File: config.mk
export PLATFORM = sky130hd
export DESIGN_NAME = dma_svc_engine
export DESIGN_NICKNAME = d
export VERILOG_FILES = /design/src/rtl/dma_svc_pkg.sv /design/src/rtl/dma_svc_pick.sv /design/src/rtl/dma_svc_chan.sv /design/src/rtl/dma_svc_engine.sv
export SDC_FILE = /design/constraint.sdc
export NUM_CORES = 1
export LEC_CHECK = 0
export ABC_AREA = 1
export BUFFER_PORTS_ARGS = -buffer_cell sky130_fd_sc_hd__buf_4
export CORE_MARGIN = 4
export CORE_UTILIZATION = 50
export CTS_CLUSTER_DIAMETER = 200
export DETAILED_ROUTE_END_ITERATION = 8
export PLACE_DENSITY = 0.84
export SYNTH_ARGS = -nofsm -noshare
export SYNTH_HDL_FRONTEND = slang
export SYNTH_HIERARCHICAL = 1
export SYNTH_SLANG_ARGS = --single-unit
File: constraint.sdc
create_clock -name clk -period 2.2 [get_ports clk]
set_input_delay 0.11 -clock clk [delete_from_list [all_inputs] [get_ports clk]]
set_output_delay 0.11 -clock clk [all_outputs]
set_load 0.01 [all_outputs]
File: src/rtl/dma_svc_pkg.sv
package dma_svc_pkg;

    typedef enum logic [1:0] {
        XM_DEMAND  = 2'd0,
        XM_SINGLE  = 2'd1,
        XM_BLOCK   = 2'd2,
        XM_CASCADE = 2'd3
    } xfer_mode_e;

    typedef enum logic [1:0] {
        XT_VERIFY  = 2'd0,
        XT_WRITE   = 2'd1,
        XT_READ    = 2'd2,
        XT_ILLEGAL = 2'd3
    } xfer_type_e;

    typedef struct packed {
        xfer_mode_e mode;
        logic       dec;
        logic       autoinit;
        xfer_type_e kind;
    } mode_fields_t;

    typedef enum logic [1:0] {
        SV_IDLE   = 2'd0,
        SV_GRANT  = 2'd1,
        SV_UPDATE = 2'd2
    } svc_state_e;

    function automatic mode_fields_t decode_mode(input logic [7:0] mb);
        mode_fields_t f;
        f.mode     = xfer_mode_e'(mb[7:6]);
        f.dec      = mb[5];
        f.autoinit = mb[4];
        f.kind     = xfer_type_e'(mb[3:2]);
        return f;
    endfunction

endpackage

File: src/rtl/dma_svc_pick.sv
module dma_svc_pick #(
    parameter int NUM_CH = 4,
    localparam int CH_W = $clog2(NUM_CH)
) (
    input  logic [NUM_CH-1:0] elig,
    output logic              found,
    output logic [CH_W-1:0]   idx
);

    // Fixed priority: scanning from the top down lets the lowest index win.
    always_comb begin
        found = |elig;
        idx   = '0;
        for (int i = NUM_CH - 1; i >= 0; i--) begin
            if (elig[i]) idx = CH_W'(i);
        end
    end

endmodule

File: src/rtl/dma_svc_chan.sv
module dma_svc_chan
    import dma_svc_pkg::*;
#(
    parameter int CNT_W = 16,
    localparam int CW1 = CNT_W + 1
) (
    input  logic             clk,
    input  logic             rst_n,
    input  logic [7:0]       mode_byte,
    input  logic [CNT_W-1:0] base,
    input  logic             upd_en,
    input  logic             mask_wr,
    input  logic             mask_wbit,
    output logic [CW1-1:0]   nxt_cnt,
    output logic             tc_out,
    output logic             mask_bit
);

    mode_fields_t   mf;
    logic [CW1-1:0] cur_q;
    logic [CW1-1:0] limit;
    logic           hit;

    assign mf      = decode_mode(mode_byte);
    assign nxt_cnt = cur_q + CW1'(1);
    assign limit   = {1'b0, base} + CW1'(1);
    assign hit     = (nxt_cnt == limit) && (mf.mode != XM_CASCADE);
    assign tc_out  = upd_en && hit;

    always_ff @(posedge clk) begin
        if (!rst_n) begin
            cur_q    <= '0;
            mask_bit <= 1'b1;
        end else begin
            if (upd_en) begin
                cur_q <= (hit && mf.autoinit) ? '0 : nxt_cnt;
            end
            if (tc_out && !mf.autoinit) begin
                mask_bit <= 1'b1;
            end else if (mask_wr) begin
                mask_bit <= mask_wbit;
            end
        end
    end

    // a beat without terminal count advances the count by one
    a_r5_count_step: assert property (@(posedge clk) disable iff (!rst_n)
        (upd_en && !tc_out) |=> cur_q == $past(cur_q) + CW1'(1));

    // auto-initialise rewinds the count after terminal count
    a_r9_autoinit_rewind: assert property (@(posedge clk) disable iff (!rst_n)
        (tc_out && mode_byte[4]) |=> cur_q == '0);

    // without auto-initialise, terminal count masks the channel
    a_r10_self_mask: assert property (@(posedge clk) disable iff (!rst_n)
        (tc_out && !mode_byte[4]) |=> mask_bit);

    // a cascade beat leaves the mask bit alone unless software writes it
    a_r8_cascade_mask: assert property (@(posedge clk) disable iff (!rst_n)
        (upd_en && mode_byte[7:6] == 2'b11 && !mask_wr) |=> $stable(mask_bit));

endmodule

File: src/rtl/dma_svc_engine.sv
module dma_svc_engine
    import dma_svc_pkg::*;
#(
    parameter int NUM_CH = 4,
    parameter int CNT_W  = 16,
    parameter bit WIDE   = 1'b0,
    localparam int CH_W = $clog2(NUM_CH),
    localparam int CW1  = CNT_W + 1,
    localparam int BW   = CNT_W + 2
) (
    input  logic                    clk,
    input  logic                    rst_n,
    input  logic                    ctl_disable,
    input  logic                    mask_wr,
    input  logic [NUM_CH-1:0]       mask_wdata,
    input  logic [NUM_CH-1:0]       req,
    input  logic [NUM_CH*8-1:0]     mode_flat,
    input  logic [NUM_CH*CNT_W-1:0] base_flat,
    input  logic                    beat_done,
    output logic [NUM_CH-1:0]       grant,
    output logic [1:0]              gnt_type,
    output logic                    gnt_dec,
    output logic                    upd_valid,
    output logic [CH_W-1:0]         upd_ch,
    output logic [CW1-1:0]          upd_count,
    output logic [BW-1:0]           upd_bytes,
    output logic [NUM_CH-1:0]       tc_pulse,
    output logic [NUM_CH-1:0]       mask_q
);

    svc_state_e          st_q, st_d;
    logic [CH_W-1:0]     sel_q;
    logic [CH_W-1:0]     pick_idx;
    logic                pick_ok;
    logic [NUM_CH-1:0]   elig;
    logic [NUM_CH-1:0]   upd_en_v;
    logic [CW1-1:0]      nxt_v [NUM_CH];
    logic [7:0]          mode_v [NUM_CH];
    mode_fields_t        sel_mf;

    assign elig = req & ~mask_q & {NUM_CH{~ctl_disable}};

    dma_svc_pick #(.NUM_CH(NUM_CH)) u_pick (
        .elig  (elig),
        .found (pick_ok),
        .idx   (pick_idx)
    );

    for (genvar g = 0; g < NUM_CH; g++) begin : g_chan
        assign mode_v[g] = mode_flat[g*8 +: 8];
        dma_svc_chan #(.CNT_W(CNT_W)) u_chan (
            .clk       (clk),
            .rst_n     (rst_n),
            .mode_byte (mode_flat[g*8 +: 8]),
            .base      (base_flat[g*CNT_W +: CNT_W]),
            .upd_en    (upd_en_v[g]),
            .mask_wr   (mask_wr),
            .mask_wbit (mask_wdata[g]),
            .nxt_cnt   (nxt_v[g]),
            .tc_out    (tc_pulse[g]),
            .mask_bit  (mask_q[g])
        );
    end

    // State register and selected channel
    always_ff @(posedge clk) begin
        if (!rst_n) begin
            st_q  <= SV_IDLE;
            sel_q <= '0;
        end else begin
            st_q <= st_d;
            if (st_q == SV_IDLE && pick_ok) sel_q <= pick_idx;
        end
    end

    // Next-state logic
    always_comb begin
        st_d = st_q;
        unique case (st_q)
            SV_IDLE:   if (pick_ok) st_d = SV_GRANT;
            SV_GRANT: begin
                if (ctl_disable)    st_d = SV_IDLE;
                else if (beat_done) st_d = SV_UPDATE;
            end
            SV_UPDATE: st_d = SV_IDLE;
            default:   st_d = SV_IDLE;
        endcase
    end

    // Outputs per state
    always_comb begin
        grant     = '0;
        upd_valid = 1'b0;
        upd_en_v  = '0;
        unique case (st_q)
            SV_GRANT:  grant[sel_q] = 1'b1;
            SV_UPDATE: begin
                upd_valid       = 1'b1;
                upd_en_v[sel_q] = 1'b1;
            end
            default: ;
        endcase
    end

    assign sel_mf    = decode_mode(mode_v[sel_q]);
    assign gnt_type  = sel_mf.kind;
    assign gnt_dec   = sel_mf.dec;
    assign upd_ch    = sel_q;
    assign upd_count = nxt_v[sel_q];

    if (WIDE) begin : g_wide
        assign upd_bytes = {upd_count, 1'b0};
    end else begin : g_narrow
        assign upd_bytes = {1'b0, upd_count};
    end

    // a disabled controller shows no grant on the following cycle
    a_r1_disable_blocks: assert property (@(posedge clk) disable iff (!rst_n)
        ctl_disable |=> grant == '0);

    // grant never names more than one channel
    a_r4_grant_onehot: assert property (@(posedge clk) disable iff (!rst_n)
        $onehot0(grant));

    // grant is held until the beat ends or the controller is disabled
    a_r4_grant_hold: assert property (@(posedge clk) disable iff (!rst_n)
        (grant != '0 && !beat_done && !ctl_disable) |=> grant == $past(grant));

    // a new grant goes only to a channel that was requesting and unmasked
    a_r2_grant_eligible: assert property (@(posedge clk) disable iff (!rst_n)
        (grant != '0 && $past(grant) == '0) |->
            ((($past(req) & ~$past(mask_q)) & grant) != '0));

    // an update follows a beat-done seen during a grant
    a_r5_update_follows: assert property (@(posedge clk) disable iff (!rst_n)
        (grant != '0 && beat_done && !ctl_disable) |=> upd_valid);

endmodule

==> run metrics, run 1 <==
fmax 418 MHz; Port-buffer cells approximately 150; CP max-delay cell dfxtp_4; max-slew violation count 0; CP Cell Sequence ha_4 > nand3_4 > inv_4 > nand2_4 > nor2_2 > nand2_1 > nand2_2 > nand2_1 > nand2_1 > nand2_2 > nor3_4 > nand2_2 > nor2_4 > buf_6; Max Cap Viol 0; Final TNS setup -1.77 ns; Clk Latency, worst-skew pair 0.34 ns; Clock Sinks 76; RSZ-0062 raised after global routing yes; Setup Skew between 0.006 and 0.007 ns; number of buffers and inverters on the critical path 2; multi-input logic area 0.00773 mm^2; Mapped Cells 1,766; Vias 13,100; clock-pin slew on the worst setup and hold paths 0.06 ns; die width 147 um; CTS Buffer Depth 2; vias per inst 5.74; Hold Violations, Final 0; CTS Root Cell clkbuf_16; synth-to-layout area growth 34.2%; crit end category output port; share of layout cells above drive strength 1 0.315; Cell Rows 50; status finished, violations left; CP max stage delay between 0.3 and 0.4 ns; total track usage 0.291; Chip Height 147 um; CP arrival 2.28 ns; Overflow after GRT 0; initial antenna violation count 0; fillers about 1,500; Final Critical Period approximately 2.4 ns; FF/Latch Area between 0.0015 and 0.002 mm^2; DRT Pass-1 Iters 7; initial drt markers 1,708; Mean Syn Cell Area ~5.5 um^2; Max FO, Critical Path 5; setup ws final -0.192 ns; startpoint class of the critical path register; total wire length 37,000 um; DP HPWL 25,200 um; library cells used by synthesis 35; Post-DRT Antenna Nets 0; Avg WL per Cell 16.2 um; largest net degree at the start of global routing 41; TritonCTS Buffers 9; kind of critical path reg -> out; PwrDens 273 mW/mm^2; HP Class in -> reg; final-report setup violation count 34; # IOs around 160; Final nets 2,131; RD Place Congestion 0.984; Worst Path Required 2.09 ns; CTS tree yes; Syn Std Cell Area 0.00969 mm^2; total core area 0.0189 mm^2; Synthesized Nets 1,883; Leakage 5.71 nW; failing checks setup timing; period utilisation layout 1.09; sequential-to-total area share from yosys stat 0.157; die area 0.0217 mm^2; vias in the first global route about 11,000; synth warn 6; Worst-Margin Slew 0.613 ns; Final Power 3.56 mW; Crit path max-delay family simple AND/OR/NAND/NOR gates; Max IR drop VDD 318 uV; Antenna Cells 0; first-pass GRT wire length about 53,000 um; flops & latches, synth 76; Initial Util 0.513; DRC 0; H-tree Lvls 3; setup slack at placement -0.123 ns; Worst slew margin 0.589
per-stage QoR:
stage	cell area, um^2	std cells	hold slack (ns)	util
6_report	13000	2279	0.00197	0.688
3_5_place_dp	11300	2212	0.330	0.599
5_1_grt	13000	2279	0.0227	0.688
2_1_floorplan	9690	1766	0.180	-
4_1_cts	12200	2253	0.00173	0.643
3_3_place_gp	11300	2212	0.325	0.599
final timing paths:
kind                                            startpoint                    endpoint  slack (ns)  cells past startpoint
worst min register to register  g_chan[2].u_chan/cur_q[16]  g_chan[2].u_chan/cur_q[16]        0.49                      2
worst max-delay path             g_chan[1].u_chan/cur_q[1]                 tc_pulse[1]       -0.19                     14
worst max register to register   g_chan[0].u_chan/cur_q[0]   g_chan[0].u_chan/cur_q[9]       -0.06                     15
worst min-delay path                         mask_wdata[0]   g_chan[0].u_chan/mask_bit       0.002                      3
final cells by class:
| class | instances | share of cell area |
|---|---|---|
| multi-input combinational | 1443 | 0.594 |
| timing repair buffer | 293 | 0.179 |
| sequential | 76 | 0.124 |
| inverter | 191 | 0.0567 |
| tap | 260 | 0.0250 |
| clock buffer | 11 | 0.0179 |
| clock inverter | 5 | 0.00221 |
cells by family (layout without fill, tap and decap cells):
group           after synthesis  after routing  synth area share
xor+xnor                     40             40            0.0393
fa+ha+maj                     8              8            0.0103
mux                           4              4           0.00413
other cells                   1              1          0.000387
simple gates               1277           1285             0.598
flops                        76             76             0.157
compound gates              105            105            0.0553
buf+inv                     255            500             0.135
report_power, final:
group	switching (mW)	internal (mW)	total [mW]
Sequential	0.0231	1.37	1.39
Combinational	0.483	0.313	0.796
Clock	0.611	0.759	1.37
Total	1.12	2.44	3.56
registers in the layout (all words and copies together) (netlist names):
register,cells
g_chan.u_chan/cur_q,68
g_chan.u_chan/mask_bit,4
st_q,2
upd_ch,2
timing repair:
item / CTS / global route
setup endpoints to repair: 96 / 97
hold buffers: 1 / 0
gates resized for setup: 119 / 183
hold endpoints to repair: 1 / 0
buffers inserted: 23 / 24
pin swaps: 57 / 89
cloned: 1 / 7
placed cells by master, fill, tap and decap left out, types with 15 or more instances in the layout:
master / instances
nand2_1: 626
buf_4: 263
nor2_1: 167
inv_1: 153
nand3_1: 136
nand4_1: 101
nand2_2: 99
a21oi_1: 71
nor2_4: 39
nor2_2: 35
dfxtp_1: 31
dfxtp_2: 29
buf_6: 26
inv_2: 24
nand3_4: 19
xor2_1: 16
dfxtp_4: 16
nand3_2: 15
nand2_4: 15
o21ai_0: 15
worst min-delay path, delay by kind of cell:
kind	cells	cell delay, ns
mux	1	0.05
buf+inv	1	0.08
simple gates	1	0.07
cell usage after synthesis, drive strengths merged:
library cell,count,area (um^2)
clkbuf,4,55.1
dfxtp,76,1520
dlygate4sd3,12,120
nand3,162,911
nand4,101,632
xor2,24,240
xnor2,16,140
a21oi,76,388
clkinv,8,30.0
inv,183,697
buf,48,410
ha,8,100
nor3b,4,30.0
nor3,13,115
a21boi,1,7.51
nand2,740,2880
nor2,241,1120
nand3b,12,90.1
conb,1,3.75
mux2i,4,40.0
and2,4,25.0
o21ai,28,140
routing by layer:
metal  global-route usage  up-vias  share of wire
li1                     -     6127              -
met2                0.498      868           0.46
met1                0.355     5863           0.37
met4                0.125        0          0.065
met5                    0        -              0
met3               0.0580      231           0.10
Power figures use the tool's default switching activity.
==> run 2: changes to the inputs <==
--- a/config.mk
+++ b/config.mk
@@ -7,6 +7,7 @@
 export LEC_CHECK = 0
 export ABC_AREA = 1
 export BUFFER_PORTS_ARGS = -buffer_cell sky130_fd_sc_hd__buf_4
+export CORE_ASPECT_RATIO = 0.75
 export CORE_MARGIN = 4
 export CORE_UTILIZATION = 50
 export CTS_CLUSTER_DIAMETER = 200
==> run 2 against run 1 <==
Compared with the run above:
- the flow still finishes with violations (setup timing)
- first-iteration DRC count is 15% higher
- worst setup slack worse by 0.058 ns
- register-to-register slack worse by 0.10 ns
- critical endpoint unchanged
- cell count is 1.0% lower
- die area is 0.11% higher
- maximum frequency is 2.4% lower
- sequential share of layout area is 0.30 points lower
- cell area is 1.1% higher
- sequential cell count stayed put
==> run metrics, run 2 (synthesis results as in run 1) <==
Clk Latency, worst-skew pair 0.36 ns; max reg flops 68; total core area about 0.019 mm^2; HP Class in -> reg; die area 0.0217 mm^2; fillers approximately 1,500; DRT Pass-1 Iters 7; Worst-Margin Slew 1.05 ns; Antenna Cells 0; Final Power 3.70 mW; PwrDens 281 mW/mm^2; Max FO, Critical Path 4; FF/Latch Area approximately 0.0016 mm^2; total internal power 2.54 mW; total track usage 0.298; placed cell count around 2,200; placed inst area between 0.01 and 0.015 mm^2; first-pass GRT wire length roughly 53,000 um; Final Critical Period 2.45 ns; kind of critical path reg -> out; CTS tree yes; Clock Sinks 76; DP HPWL 25,200 um; Vias 13,100; initial drt markers 1,969; synth-to-layout area growth 35.6%; DRC 0; Comb power frac 0.217; leading cell type in the layout, fill and taps excluded nand2_1; H-tree Lvls 3; clock share of power 0.408; crit end category output port; status finished, violations left; share of layout cells above drive strength 1 0.332; CP Cell Sequence buf_6 > clkinvlp_4 > buf_4 > buf_6 > nand2_1 > nand2_1 > nand4_1 > nor2_1 > nand3_1 > nor2_2 > nand2_2 > nor3_4 > nand2_1 > nor2_2 > buf_6; Initial Util 0.516; period utilisation layout 1.11; Worst slew margin 0.297; initial antenna violation count 0; RSZ-0062 raised after global routing yes; P_sw 1.16 mW; Crit path max-delay family simple AND/OR/NAND/NOR gates; setup ws final -0.250 ns; Chip Height 129 um; number of buffers and inverters on the critical path 5; CP max-delay cell dfxtp_2; die width around 170 um; final-report setup violation count 73; Final nets 2,121; max-slew violation count 0; Avg WL per Cell 17.1 um; R2R setup slack -0.16 ns; Port-buffer cells 152; largest net degree at the start of global routing 43; Cell Count, Final, Fillers Out 2,256; failing checks setup timing; fmax 408 MHz; Largest regs g_chan.u_chan/cur_q (68), g_chan.u_chan/mask_bit (4); CTS Buffer Depth 2; Leakage roughly 5.7 nW; vias per inst 5.81; Final TNS setup -4.50 ns; Biggest register g_chan.u_chan/cur_q; Hold Violations, Final 0; multi-input logic area 0.00790 mm^2; RD Place Congestion 0.933; Flop pwr share 0.375; Max Cap Viol 0; Post-DRT Antenna Nets 0; clock-pin slew on the worst setup and hold paths 0.06 ns; Max IR drop VDD 363 uV; CP arrival 2.34 ns; Final Core Density 0.700; startpoint class of the critical path register; CTS Root Cell clkbuf_16; TritonCTS Buffers 9; final instance area between 0.01 and 0.015 mm^2; vias in the first global route 11,000; Cell Rows 43; total wire length 38,600 um; # IOs about 160; Worst Path Required 2.09 ns; Setup Skew 0.00946 ns; Overflow after GRT 0; CP max stage delay 0.34 ns; most frequent cells in the layout nand2_1 (598), buf_4 (243), nor2_1 (169), inv_1 (151), nand3_1 (129); switching part of the total 0.313
run 2: tightest hold or removal path, delay by kind of cell:
family	cells	cell delay (ns)
mux	1	0.06
simple gates	1	0.08
buf+inv	1	0.07
run 2: through the flow:
step | hold slack (ns) | worst slack [ns]
after floorplan | 0.180 | 0.189
after global placement | 0.334 | -0.0101
after detailed placement | 0.349 | -0.0822
after CTS | 0.00169 | -0.177
after global routing | 0.0210 | -0.386
final | 0.00388 | -0.250
run 2: metal layers:
metal | GRT usage | vias to the layer above | part of all wire
li1 | - | 6119 | -
met1 | 0.401 | 5883 | 0.38
met2 | 0.478 | 903 | 0.45
met3 | 0.0617 | 203 | 0.12
met4 | 0.104 | 0 | 0.050
met5 | 0 | - | 0
run 2: area by class of cell:
| type | count | share of cell area |
|---|---|---|
| inverter | 191 | 0.0571 |
| multi-input combinational | 1443 | 0.601 |
| clock inverter | 3 | 0.00152 |
| timing repair buffer | 283 | 0.174 |
| clock buffer | 13 | 0.0206 |
| tap | 247 | 0.0235 |
| sequential | 76 | 0.121 |
run 2: path summary, 6_finish.rpt:
kind | startpoint | end | cells past startpoint
worst min register to register | g_chan[1].u_chan/cur_q[16] | g_chan[1].u_chan/cur_q[16] | 2
worst max-delay path | g_chan[1].u_chan/cur_q[0] | tc_pulse[1] | 15
worst max register to register | g_chan[2].u_chan/cur_q[0] | g_chan[2].u_chan/cur_q[1] | 12
worst min-delay path | mask_wdata[0] | g_chan[0].u_chan/mask_bit | 3
run 2: power groups by stage:
stage          Sequential, mW  Combinational (mW)  Clock [mW]
3_5_place_dp             1.43               0.741           0
5_1_grt                  1.39               0.882        1.56
4_1_cts                  1.40               0.755        1.50
6_report                 1.39               0.802        1.51
2_1_floorplan            1.43               0.457           0
3_3_place_gp             1.43               0.724           0
run 2: timing repair:
item	in CTS	in global routing
hold endpoints to repair	3	0
setup endpoints to repair	93	97
pin swaps	46	77
gates cloned	1	7
setup buffers	26	37
hold buffers	3	0
gates resized for setup	123	233
